$ cat src/rtl/int_exc_pkg.sv
package int_exc_pkg;

    localparam int XR_W      = 32;
    localparam int CNT_W     = 7;
    localparam int SPARE_W   = 8;

    // vector indices (architectural bit 0 is vector index XR_W-1)
    localparam int SO_IDX    = XR_W - 1;
    localparam int OV_IDX    = XR_W - 2;
    localparam int CA_IDX    = XR_W - 3;
    localparam int SPARE_LSB = XR_W - 24;
    localparam int CNT_LSB   = 0;

    localparam logic [XR_W-1:0] KEEP_MASK =
        (XR_W'(1) << SO_IDX) | (XR_W'(1) << OV_IDX) | (XR_W'(1) << CA_IDX) |
        (XR_W'((1 << SPARE_W) - 1) << SPARE_LSB) |
        (XR_W'((1 << CNT_W) - 1) << CNT_LSB);

    typedef enum logic [1:0] {
        CLS_NONE  = 2'b00,
        CLS_ARITH = 2'b01,
        CLS_SHRA  = 2'b10,
        CLS_CMP   = 2'b11
    } xcls_e;

    typedef struct packed {
        logic so;
        logic ov;
        logic ca;
    } xflags_t;

    typedef struct packed {
        xflags_t              flags;
        logic [SPARE_W-1:0]   spare;
        logic [CNT_W-1:0]     cnt;
    } xstate_t;

    function automatic xstate_t word_to_state(logic [XR_W-1:0] w);
        xstate_t s;
        s.flags.so = w[SO_IDX];
        s.flags.ov = w[OV_IDX];
        s.flags.ca = w[CA_IDX];
        s.spare    = w[SPARE_LSB +: SPARE_W];
        s.cnt      = w[CNT_LSB +: CNT_W];
        return s;
    endfunction

    function automatic logic [XR_W-1:0] state_to_word(xstate_t s);
        logic [XR_W-1:0] w;
        w = '0;
        w[SO_IDX] = s.flags.so;
        w[OV_IDX] = s.flags.ov;
        w[CA_IDX] = s.flags.ca;
        w[SPARE_LSB +: SPARE_W] = s.spare;
        w[CNT_LSB +: CNT_W]     = s.cnt;
        return w;
    endfunction

endpackage

$ cat src/rtl/iex_flag_gen.sv
module iex_flag_gen
    import int_exc_pkg::*;
#(
    parameter int LOST_W = 32
) (
    input  xcls_e              cls,
    input  logic               ov_en,
    input  logic               carry_msb,
    input  logic               carry_next,
    input  logic               shr_sign,
    input  logic [LOST_W-1:0]  shr_lost,
    input  xflags_t            cur,
    output xflags_t            nxt
);

    logic signed_ovf;
    logic lost_one;

    assign signed_ovf = carry_msb ^ carry_next;
    assign lost_one   = |shr_lost;

    always_comb begin
        nxt = cur;
        unique case (cls)
            CLS_ARITH: begin
                nxt.ca = carry_msb;
                if (ov_en) begin
                    nxt.ov = signed_ovf;
                    nxt.so = cur.so | signed_ovf;
                end
            end
            CLS_SHRA: begin
                nxt.ca = shr_sign & lost_one;
            end
            default: begin
                nxt = cur;
            end
        endcase
    end

endmodule

$ cat src/rtl/iex_reg_store.sv
module iex_reg_store
    import int_exc_pkg::*;
(
    input  logic             clk,
    input  logic             rst,
    input  logic             sw_wr,
    input  logic [XR_W-1:0]  sw_word,
    input  xflags_t          ins_flags,
    output xstate_t          state
);

    xstate_t st_q;

    // reset holds the contents; software write beats the instruction update
    always_ff @(posedge clk) begin
        if (!rst) begin
            if (sw_wr) begin
                st_q <= word_to_state(sw_word);
            end else begin
                st_q.flags <= ins_flags;
            end
        end
    end

    assign state = st_q;

endmodule

$ cat src/rtl/int_exc_status.sv
module int_exc_status
    import int_exc_pkg::*;
#(
    parameter int LOST_W = 32
) (
    input  logic               clk,
    input  logic               rst,
    input  logic [1:0]         xcls,
    input  logic               ov_en,
    input  logic               carry_msb,
    input  logic               carry_next,
    input  logic               shr_sign,
    input  logic [LOST_W-1:0]  shr_lost,
    input  logic               sw_wr,
    input  logic [XR_W-1:0]    sw_wdata,
    output logic [XR_W-1:0]    sw_rdata
);

    xcls_e   cls;
    xstate_t state;
    xflags_t nxt_flags;

    assign cls = xcls_e'(xcls);

    iex_flag_gen #(.LOST_W(LOST_W)) u_flag_gen (
        .cls        (cls),
        .ov_en      (ov_en),
        .carry_msb  (carry_msb),
        .carry_next (carry_next),
        .shr_sign   (shr_sign),
        .shr_lost   (shr_lost),
        .cur        (state.flags),
        .nxt        (nxt_flags)
    );

    iex_reg_store u_store (
        .clk       (clk),
        .rst       (rst),
        .sw_wr     (sw_wr),
        .sw_word   (sw_wdata),
        .ins_flags (nxt_flags),
        .state     (state)
    );

    assign sw_rdata = state_to_word(state);

    p_ov_from_carries_r2: assert property (@(posedge clk) disable iff (rst)
        (xcls == 2'b01 && ov_en && !sw_wr) |=> sw_rdata[OV_IDX] == $past(carry_msb ^ carry_next));

    p_so_set_on_ov_r3: assert property (@(posedge clk) disable iff (rst)
        (xcls == 2'b01 && ov_en && !sw_wr && (carry_msb != carry_next)) |=> sw_rdata[SO_IDX]);

    p_so_sticky_r3: assert property (@(posedge clk) disable iff (rst)
        (!sw_wr && sw_rdata[SO_IDX]) |=> sw_rdata[SO_IDX]);

    p_ca_arith_r4: assert property (@(posedge clk) disable iff (rst)
        (xcls == 2'b01 && !sw_wr) |=> sw_rdata[CA_IDX] == $past(carry_msb));

    p_noe_keeps_ov_r4: assert property (@(posedge clk) disable iff (rst)
        (xcls == 2'b01 && !ov_en && !sw_wr) |=> $stable(sw_rdata[OV_IDX]) && $stable(sw_rdata[SO_IDX]));

    p_shra_ca_r5: assert property (@(posedge clk) disable iff (rst)
        (xcls == 2'b10 && !sw_wr) |=> sw_rdata[CA_IDX] == $past(shr_sign && (shr_lost != '0)));

    p_hold_word_r6: assert property (@(posedge clk) disable iff (rst)
        ((xcls == 2'b00 || xcls == 2'b11) && !sw_wr) |=> $stable(sw_rdata));

    p_fields_kept_r7: assert property (@(posedge clk) disable iff (rst)
        (!sw_wr) |=> $stable(sw_rdata[SPARE_LSB +: SPARE_W]) && $stable(sw_rdata[CNT_LSB +: CNT_W]));

    p_sw_wins_r8: assert property (@(posedge clk) disable iff (rst)
        sw_wr |=> sw_rdata == $past(sw_wdata & KEEP_MASK));

endmodule

$ cat config.mk
export PLATFORM = sky130hd
export DESIGN_NAME = int_exc_status
export DESIGN_NICKNAME = d
export VERILOG_FILES = /design/src/rtl/int_exc_pkg.sv /design/src/rtl/iex_flag_gen.sv /design/src/rtl/iex_reg_store.sv /design/src/rtl/int_exc_status.sv
export SDC_FILE = /design/constraint.sdc
export NUM_CORES = 1
export LEC_CHECK = 0
export CAP_MARGIN = 20
export CORE_MARGIN = 3
export CORE_UTILIZATION = 26
export DETAILED_ROUTE_END_ITERATION = 12
export PLACE_DENSITY = 0.81
export SLEW_MARGIN = 0
export SYNTH_ARGS = -nofsm -noshare
export SYNTH_HDL_FRONTEND = slang
export SYNTH_SLANG_ARGS = --single-unit
$ cat constraint.sdc
create_clock -name clk -period 2 [get_ports clk]
set_input_delay 0.3 -clock clk [delete_from_list [all_inputs] [get_ports clk]]
set_output_delay 0.3 -clock clk [all_outputs]
set_load 0.05 [all_outputs]
# Word-level counts from Yosys, hierarchy flattened
# Index checks and enable logic that the tools add are counted.
dict set report totals {
  ff_bits 18
  output_inout_bits 32
  input_bits 73
}
dict set report classes {
  bitwise 4
  n_eq_ne 2
  muxes 4
  n_reduce_logical 7
}
# op count
set op_table {}
lappend op_table {{32-bit OR reduction} 1}
lappend op_table {{2-bit 2-to-1 mux} 2}
lappend op_table {{2-bit AND reduction} 2}
lappend op_table {{2-bit nonzero test} 2}
lappend op_table {{3-bit 2-to-1 mux} 1}
lappend op_table {{3-bit AND reduction} 1}
lappend op_table {{3-bit nonzero test} 1}
lappend op_table {{2-bit by 1-bit == test with 1-bit output (second input constant)} 1}
lappend op_table {{2-bit == test (second input constant)} 1}
lappend op_table {{1-bit one-hot mux with 2 select lines} 1}
lappend op_table {{1-bit AND} 1}
lappend op_table {{1-bit NOT} 1}
lappend op_table {{1-bit bitwise OR} 1}
lappend op_table {{1-bit bitwise XOR} 1}

# Longest topological paths before layout
# Gate-level depths: netlist of run 1.
dict set report depth {
  word_depth 5
  ltp_mapped 4
}

# Hierarchy
# From an unflattened synthesis of run 1, not the netlist that was laid out.
dict set report unflattened {
  hier_cells 63
  hier_area_um2 852.1
}
# mod area_per_inst_um2 seq_area_each_um2 instances cells_per_inst
set modules_own_cells {}
lappend modules_own_cells {iex_reg_store 584.3 540.5 1 23}
lappend modules_own_cells {iex_flag_gen 158.9 0.0 1 25}
lappend modules_own_cells {int_exc_status 108.9 0.0 1 15}

# Worst setup path after synthesis of run 1
# No wires, ideal clock.
dict set report synth_timing {
  kind {in2reg}
  startpoint {input port sw_wr}
  endpoint {register u_store.st_q, in the netlist u_store.state[0] (enable)}
  path_buffers 1
  setup_time_ps 388
  cell_stages 2
  path_slack_ps 411
  arrival_ps 1200
  cell_sequence {buf_2 -> nor2b_1}
}
dict set report synth_between {
  elab_chain_cells 1
}
# element line_no
set synth_rtl {}
lappend synth_rtl {{start: declaration} int_exc_status.sv:14} ;# input logic sw_wr,
lappend synth_rtl {{2-bit AND reduction (no source line)} n/a}
lappend synth_rtl {{end signal: assignment} iex_reg_store.sv:18} ;# st_q <= word_to_state(sw_word);
lappend synth_rtl {{end: declaration} iex_reg_store.sv:12} ;# xstate_t st_q;
# No other way between the ends.
# A chain may end at the register's enable or synchronous reset.

# Final worst setup path of run 1
dict set report layout_timing {
  startpoint {register u_store.st_q, in the netlist u_store.state[17]}
  endpoint {output port sw_rdata[31]}
}
# element line_no
set layout_rtl {}
lappend layout_rtl {{end: declaration} int_exc_status.sv:16} ;# output logic [XR_W-1:0] sw_rdata
# No word-level cell between the ends.

==> results by stage, run 1 <==
Floorplan:
- Measured along the y axis, the die boundary spans roughly 63 um.
- The effective utilization at floorplan is between 20% and 30%.
- In this run the core area contains 20 standard-cell rows.
- From left edge to right edge, the die measures approximately 63 um.
- The core area is 0.00308 mm2.
- The full die area is 0.00396 mm2.
- The top-level I/O count is about 110.

Clocking:
- Clock-pin slew was measured on the worst setup and hold paths at 0.10 ns.
- Buffers inserted during clock tree synthesis total 3.
- The sink count of the clock tree is 18.
- In this run, post-CTS hold repair placed 0 buffers.
- TritonCTS built the clock tree.
- Buffers added to address setup during post-CTS repair amount to 0.
- CTS placed an instance of clkbuf_4 at the clock tree root.
- In this run the number of H-tree levels came out at 1.
- The clock reaches the later pin of the worst-skew pair after approximately 0.29 ns.
- The maximum clock path buffer count is 2.
- The post-cts repair resize count is 0.

Yosys:
- The share of synthesized area occupied by flip-flops and latches is between 60% and 70%.
- The share of synthesized area in the top cell type comes to around 64%.
- The distinct cell type count of the synthesized netlist is 20.
- The most common cell in the synthesized netlist is edfxtp_1.
- After synthesis the cells add up to approximately 840 um2.
- Ranked by total cell area, the synthesized netlist is headed by edfxtp_1 (64%), buf_4 (12%), nor4_2 (5.9%).
- Summed over all instances, the cell type with the most area after synthesis is edfxtp_1.
- By count the netlist is led by edfxtp_1 (18), buf_4 (14), nor4_1 (4), nor4_2 (4), nor2_1 (3).
- Synthesis produced a netlist whose cell count is 61.
- The post-synthesis average cell area is ~14 um2.
- After synthesis the netlist holds a flip-flop and latch count of 18.
- The fraction of synthesis flops using an asynchronous set or reset pin is 0%.
- The flip-flop cell with the highest count after synthesis is edfxtp_1.
- The number of flops mapped to enable cells by yosys is 18.
- The number of warnings issued by yosys is 0.

Status:
- The run finished with clean final reports.

Worst setup path:
- By startpoint and endpoint, the worst setup path is classified as flop to output port.
- The type of destination of the critical path is an output port.
- The data required time of the critical path is between 1.5 and 2 ns.
- Together, buffers and inverters on the worst path number 1.
- The kind of start point of the critical path is a flop.
- The standard cell with the maximum stage delay on the critical path is clkdlybuf4s50_1.
- The critical path starts at u_store.state[17].
- The gate family responsible for the most delay along the worst path is buffers and inverters.
- The data arrival at the endpoint of the critical path is around 1.5 ns.
- The maximum net fanout on the critical path is 2.
- The largest single stage delay on the critical path is about 0.8 ns.
- The signal on the critical path passes through clkdlybuf4s50_1.
- The startpoint identified for the worst register-to-register timing path is u_store.state[17].

Route:
- The total vias in the final route is 771.
- For this block, the routed nets add up to 2370 um of wire.
- The number of nets with antenna violations after detailed routing is 0.
- The per-cell routed wire length is 12.9 um.
- The number of detailed-route iterations in the first pass is 4.
- The via-per-instance ratio is about 4.2.
- The DRC violation count after routing is 0.
- After the first detailed-routing iteration, the DRC count stood at 37.

Cells and area:
- After the flow finishes, the layout carries non-filler instances totaling about 180.
- The share of post-route cells with drive strength above 1 is ~6.4%.
- The layout has about 270 filler cells.
- The antenna diode count is 0.
- In the final design database the tool counted 214 nets.
- The number of flip-flops under the largest register name is 18.
- Relative to the synthesized area, the layout overhead comes to 93.6%.
- Once layout is done, the placed cells without fillers occupy around 0.0016 mm2.

Power:
- For this design the ratio of total power to cell area is 598 mW/mm2.
- The total chip power is 974 uW.
- In this run the static leakage power is 0.579 nW.
- The worst-case IR drop observed on VDD is between 0.2 and 0.25 mV.

GRT:
- Entering global routing, the biggest net connects 16 pins.
- The initial antenna violation count is 0.
- The first global-routing pass estimated about 3500 um of wire.
- The global-route total usage across every layer is 11.5%.
- The total overflow reported by the global router is 0.
- The via count of the first global-routing pass is 726.

STA:
- The total count of hold-check failures in the final report is 0.
- Headroom to the max-slew limit came out at 65.8%.
- Between clock sinks in the finished design, the worst skew comes to 0 ns.
- The number of max-slew violations in the final report is 0.
- The period utilization is 89.5%.
- The shortest clock period the worst path allows after layout is between 1.5 and 2 ns.
- Timing would allow up to roughly 560 MHz.
- Setup repair after global routing left no endpoint under its margin.
- The setup total negative slack is 0 ns.
- The final setup violation count is 0.
- For the pin with the worst max-slew slack, the measured transition is around 0.51 ns.
- Setup slack on the critical path of the routed design comes to 0.210 ns.

Placed design:
- Counting tap cells, the placed design contains a total of 180 instances.
- Once detailed placement completed, the half-perimeter wirelength came to between 2000 and 2500 um.
- The weighted congestion at the end of routability-driven global placement is between 0.7 and 0.8.
- Port buffering added between 70 and 80 buffers.
- The worst slack at placement is between 0.2 and 0.25 ns.
- The post-place instance area is between 0.0015 and 0.002 mm2.

Job:
- The tool flagged a number of max-cap violations equal to 0.

Worst hold path:
- The worst hold path begins at sw_wdata[10].
- The class of the tightest hold or removal check is input port to flop.
==> layout by cell type, fill, tap and decap left out, types with 2 or more instances in the layout <==
cell type / count
xor2_1: 2
inv_1: 2
clkbuf_4: 3
clkdlybuf4s50_1: 76
conb_1: 14
edfxtp_1: 18
nor4_2: 4
nor4_1: 4
nor2_1: 3
nand4_1: 2
==> per-stage QoR <==
stage / hold slack, ns / utilization (%)
2_1_floorplan: 0.399 / -
3_3_place_gp: 0.604 / 52.1
3_5_place_dp: 0.689 / 52.1
4_1_cts: 0.548 / 53.0
5_1_grt: 0.542 / 53.0
6_report: 0.556 / 53.0
==> logic make-up after synthesis <==
| logic type | share of synthesized area [%] |
|---|---|
| buffers and inverters | 14.0 |
| DFF | 64.2 |
| other | 0.445 |
| AOI/OAI and AO/OA | 3.42 |
| muxes | 1.34 |
| and+or+nand+nor | 14.6 |
| xor gates and xnor gates | 2.08 |
==> power by group <==
group | internal (mW) | switching (mW) | leakage, nW
clock | 0.0726 | 0.106 | 0.0154
combinational | 0.151 | 0.194 | 0.394
sequential | 0.445 | 0.00683 | 0.169
==> routing by layer <==
layer	global-route usage [%]	wire length [um]	vias to the layer above
li1	-	-	358
met1	13.2	861	333
met2	20.0	1130	76
met3	3.06	342	4
met4	4.96	33	0
met5	0	0	-
==> path summary, 6_finish.rpt <==
check,cells after the start,slack (ns),endpoint
hold / removal,1,0.56,u_store.state[9]
hold reg to reg,2,0.70,u_store.state[17]
setup / recovery,1,0.21,sw_rdata[31]
setup reg to reg,2,1.05,u_store.state[17]
==> final cells by class <==
type	instances	area, um2	area share [%]
timing repair buffer	77	768	47.1
inverter	2	7.51	0.460
clock inverter	1	3.75	0.230
multi-input combinational	39	233	14.3
clock buffer	3	22.5	1.38
tap	44	55.1	3.38
sequential	18	541	33.2
(Power assumes the default switching activity.)
==> run 2, diff against run 1 <==
==> constraint.sdc (replaced) <==
create_clock -name clk -period 1.8 [get_ports clk]
set_input_delay 0.27 -clock clk [delete_from_list [all_inputs] [get_ports clk]]
set_output_delay 0.27 -clock clk [all_outputs]
set_load 0.05 [all_outputs]
==> results by stage, run 2 (synthesis results as in run 1) <==
Worst setup path:
- The data required time of the critical path is 1.53 ns (was 1.70 ns).
- The start-to-end type of the worst setup path is flop to output port (unchanged).
- The gate family responsible for the most delay along the worst path is buffers and inverters (unchanged).
- Ordered list of cells on the worst path: clkdlybuf4s50_1 (unchanged).
- The critical path buffer and inverter count is 1 (unchanged).
- The data arrival at the endpoint of the critical path was 1.47 ns (was 1.49 ns).
- The kind of start point of the critical path is a flop (unchanged).
- The highest cell delay on the worst timing path came to 0.81 ns (was 0.82 ns).
- The type of destination of the critical path is an output port (unchanged).
- The maximum net fanout on the critical path was 2 (unchanged).
- The standard cell with the maximum stage delay on the critical path is clkdlybuf4s50_1 (unchanged).

Floorplan:
- The number of placement rows is 20 (unchanged).
- The core area is 0.00308 mm2 (unchanged).
- The full die area is 0.00396 mm2 (unchanged).
- The effective utilization at floorplan is 27.4% (unchanged).
- The die boundary width is 62.9 um (unchanged).
- The top-level I/O count is 105 (unchanged).
- The vertical die dimension is 62.9 um (unchanged).

Route:
- The via-per-instance ratio is 4.20 (was 4.19).
- The number of nets with antenna violations after detailed routing is 0 (unchanged).
- The final routed wirelength across all metal layers is 2350 um (was 2370 um).
- The number of detailed-route iterations in the first pass is 4 (unchanged).
- The per-cell routed wire length is 12.8 um (was 12.9 um).
- The DRC marker count from the first detailed-route iteration was 13 (was 37).
- The DRC violation count after routing is 0 (unchanged).
- The total vias in the final route is 772 (was 771).

STA:
- RSZ-0062 raised after global routing: false (unchanged).
- The worst hold slack is 0.537 ns (was 0.556 ns).
- The total count of hold-check failures in the final report is 0 (unchanged).
- The actual slew at the worst max-slew pin is 0.509 ns (was 0.512 ns).
- The routed design could run at a clock period as short as 1.74 ns.
- The clock skew after layout is 0 ns (unchanged).
- The worst slew margin relative to its limit was 65.9% (was 65.8%).
- Derived from the worst setup path, the maximum achievable clock frequency is roughly 570 MHz.
- The setup total negative slack came to 0 ns (unchanged).
- The final setup violation count is 0 (unchanged).
- In the finished design, the share of the clock period the worst path needs comes to slightly below 100%.
- The number of max-slew violations in the final report is 0 (unchanged).

Clocking:
- The sink count of the clock tree was 18 (unchanged).
- The number of setup buffers added after CTS is 0 (unchanged).
- The clock input transition at the sequential cells of the worst setup and hold paths came to 0.09 ns (was 0.10 ns).
- The maximum clock path buffer count is 2 (unchanged).
- The cts-stage hold buffer count is 0 (unchanged).
- The CTS buffer count is 3 (unchanged).
- The number of H-tree branching levels is 1 (unchanged).
- The CTS tree was built (unchanged).
- The cell chosen for the clock root was clkbuf_4 (unchanged).
- The post-cts repair resize count was 0 (unchanged).
- The insertion delay to the later sink of the worst-skew pair is 0.28 ns (was 0.29 ns).

Cells and area:
- The number of nets in the finished design is 214 (unchanged).
- The antenna diode count was 0 (unchanged).
- Commonest cells after routing, fill and taps aside: clkdlybuf4s50_1 (76), edfxtp_1 (18), conb_1 (14) (unchanged).
- The share of post-route cells with drive strength above 1 is 6.43% (unchanged).
- The number of standard cells in the final layout excluding fillers is 184 (unchanged).
- The most frequent standard cell in the layout excluding fill and tap cells is clkdlybuf4s50_1 (unchanged).
- The number of flip-flops under the largest register name is 18 (unchanged).
- The area added between synthesis and finish is 93.6% (unchanged).
- The utilization after layout is 53.0% (unchanged).

GRT:
- The largest net degree at the start of global routing is 16 (unchanged).
- The most used routing layer in global routing is met2 (unchanged).
- The first-pass GRT wire length is 3460 um (was 3490 um).
- The met2 track demand over resource in global routing came to 20.7% (was 20.0%).
- The met3 layer usage reported by global route was 4.14% (was 3.06%).
- The via count of the first global-routing pass came to 738 (was 726).
- The global-route total usage across every layer came to 11.2% (was 11.5%).
- The total overflow reported by the global router was 0 (unchanged).
- The initial antenna violation count is 0 (unchanged).
- The global-route track usage on met1 is 11.9% (was 13.2%).

Power:
- The net switching fraction of the power came to 31.0% (was 31.4%).
- The leakage power is 0.579 nW (unchanged).
- The power density normalized to cell area is 660 mW/mm2 (was 598 mW/mm2).
- The fraction of power consumed by sequential logic is 46.6% (was 46.4%).
- The switching power summed over all nets came to 333 uW (was 306 uW).
- The clock network fraction of total power was 17.7% (was 18.3%).
- The peak ir drop on the vdd network is 0.173 mV (was 0.208 mV).
- The total chip power was 1.08 mW (was 974 uW).
- The internal power of the cells came to 742 uW (was 668 uW).
- The share of total power in combinational logic is 35.6% (was 35.3%).

Worst hold path:
- The class of the tightest hold or removal check is input port to flop (unchanged).

Placed design:
- The total half-perimeter wirelength after legalization and detailed placement is 2120 um (was 2110 um).
- The weighted congestion at the end of routability-driven global placement is 0.702 (about the same).
- The count of placed standard cells including taps is 180 (unchanged).
- The number of buffers added on ports is 76 (unchanged).

Job:
- The number of maximum-capacitance violations is 0 (unchanged).

Status:
- Result of the run: completed (unchanged).
run 2: cell counts in the layout (fill, tap and decap cells not counted):
Identical to the previous run, type by type.
run 2: final timing paths:
path                     start                 to  slack (ns)  depth (start not counted)
max          u_store.state[17]       sw_rdata[31]        0.06                          1
max reg2reg  u_store.state[17]  u_store.state[17]        0.85                          2
min reg2reg  u_store.state[17]  u_store.state[17]        0.73                          2
min               sw_wdata[10]   u_store.state[9]        0.54                          1
run 2: power groups by stage:
| stage | Sequential [mW] | Clock [mW] | Combinational (mW) |
|---|---|---|---|
| after floorplan | 0.614 | 0 | 0.114 |
| after detailed placement | 0.512 | 0 | 0.384 |
| after global routing | 0.504 | 0.222 | 0.399 |
| after global placement | 0.511 | 0 | 0.379 |
| after CTS | 0.502 | 0.202 | 0.385 |
| final | 0.502 | 0.191 | 0.383 |
run 2: per-stage QoR:
stage | setup WS (ns) | instance area [um2]
2_1_floorplan | 0.241 | 891
3_3_place_gp | 0.0509 | 1600
3_5_place_dp | 0.0450 | 1600
4_1_cts | 0.0359 | 1630
5_1_grt | 0.0211 | 1630
6_report | 0.0557 | 1630
run 2: cell type report:
class                      instances  area [um2]
multi-input combinational         39         233
timing repair buffer              77         768
clock buffer                       3        22.5
fill                             276        1450
tap                               44        55.1
sequential                        18         541
clock inverter                     1        3.75
inverter                           2        7.51
run 2: per-layer routing:
metal / up-vias / share of wire, % / wire length, um
li1: 358 / - / -
met1: 340 / 34 / 790
met2: 74 / 50 / 1180
met3: 0 / 16 / 382
met4: 0 / 0 / 0
met5: - / 0 / 0
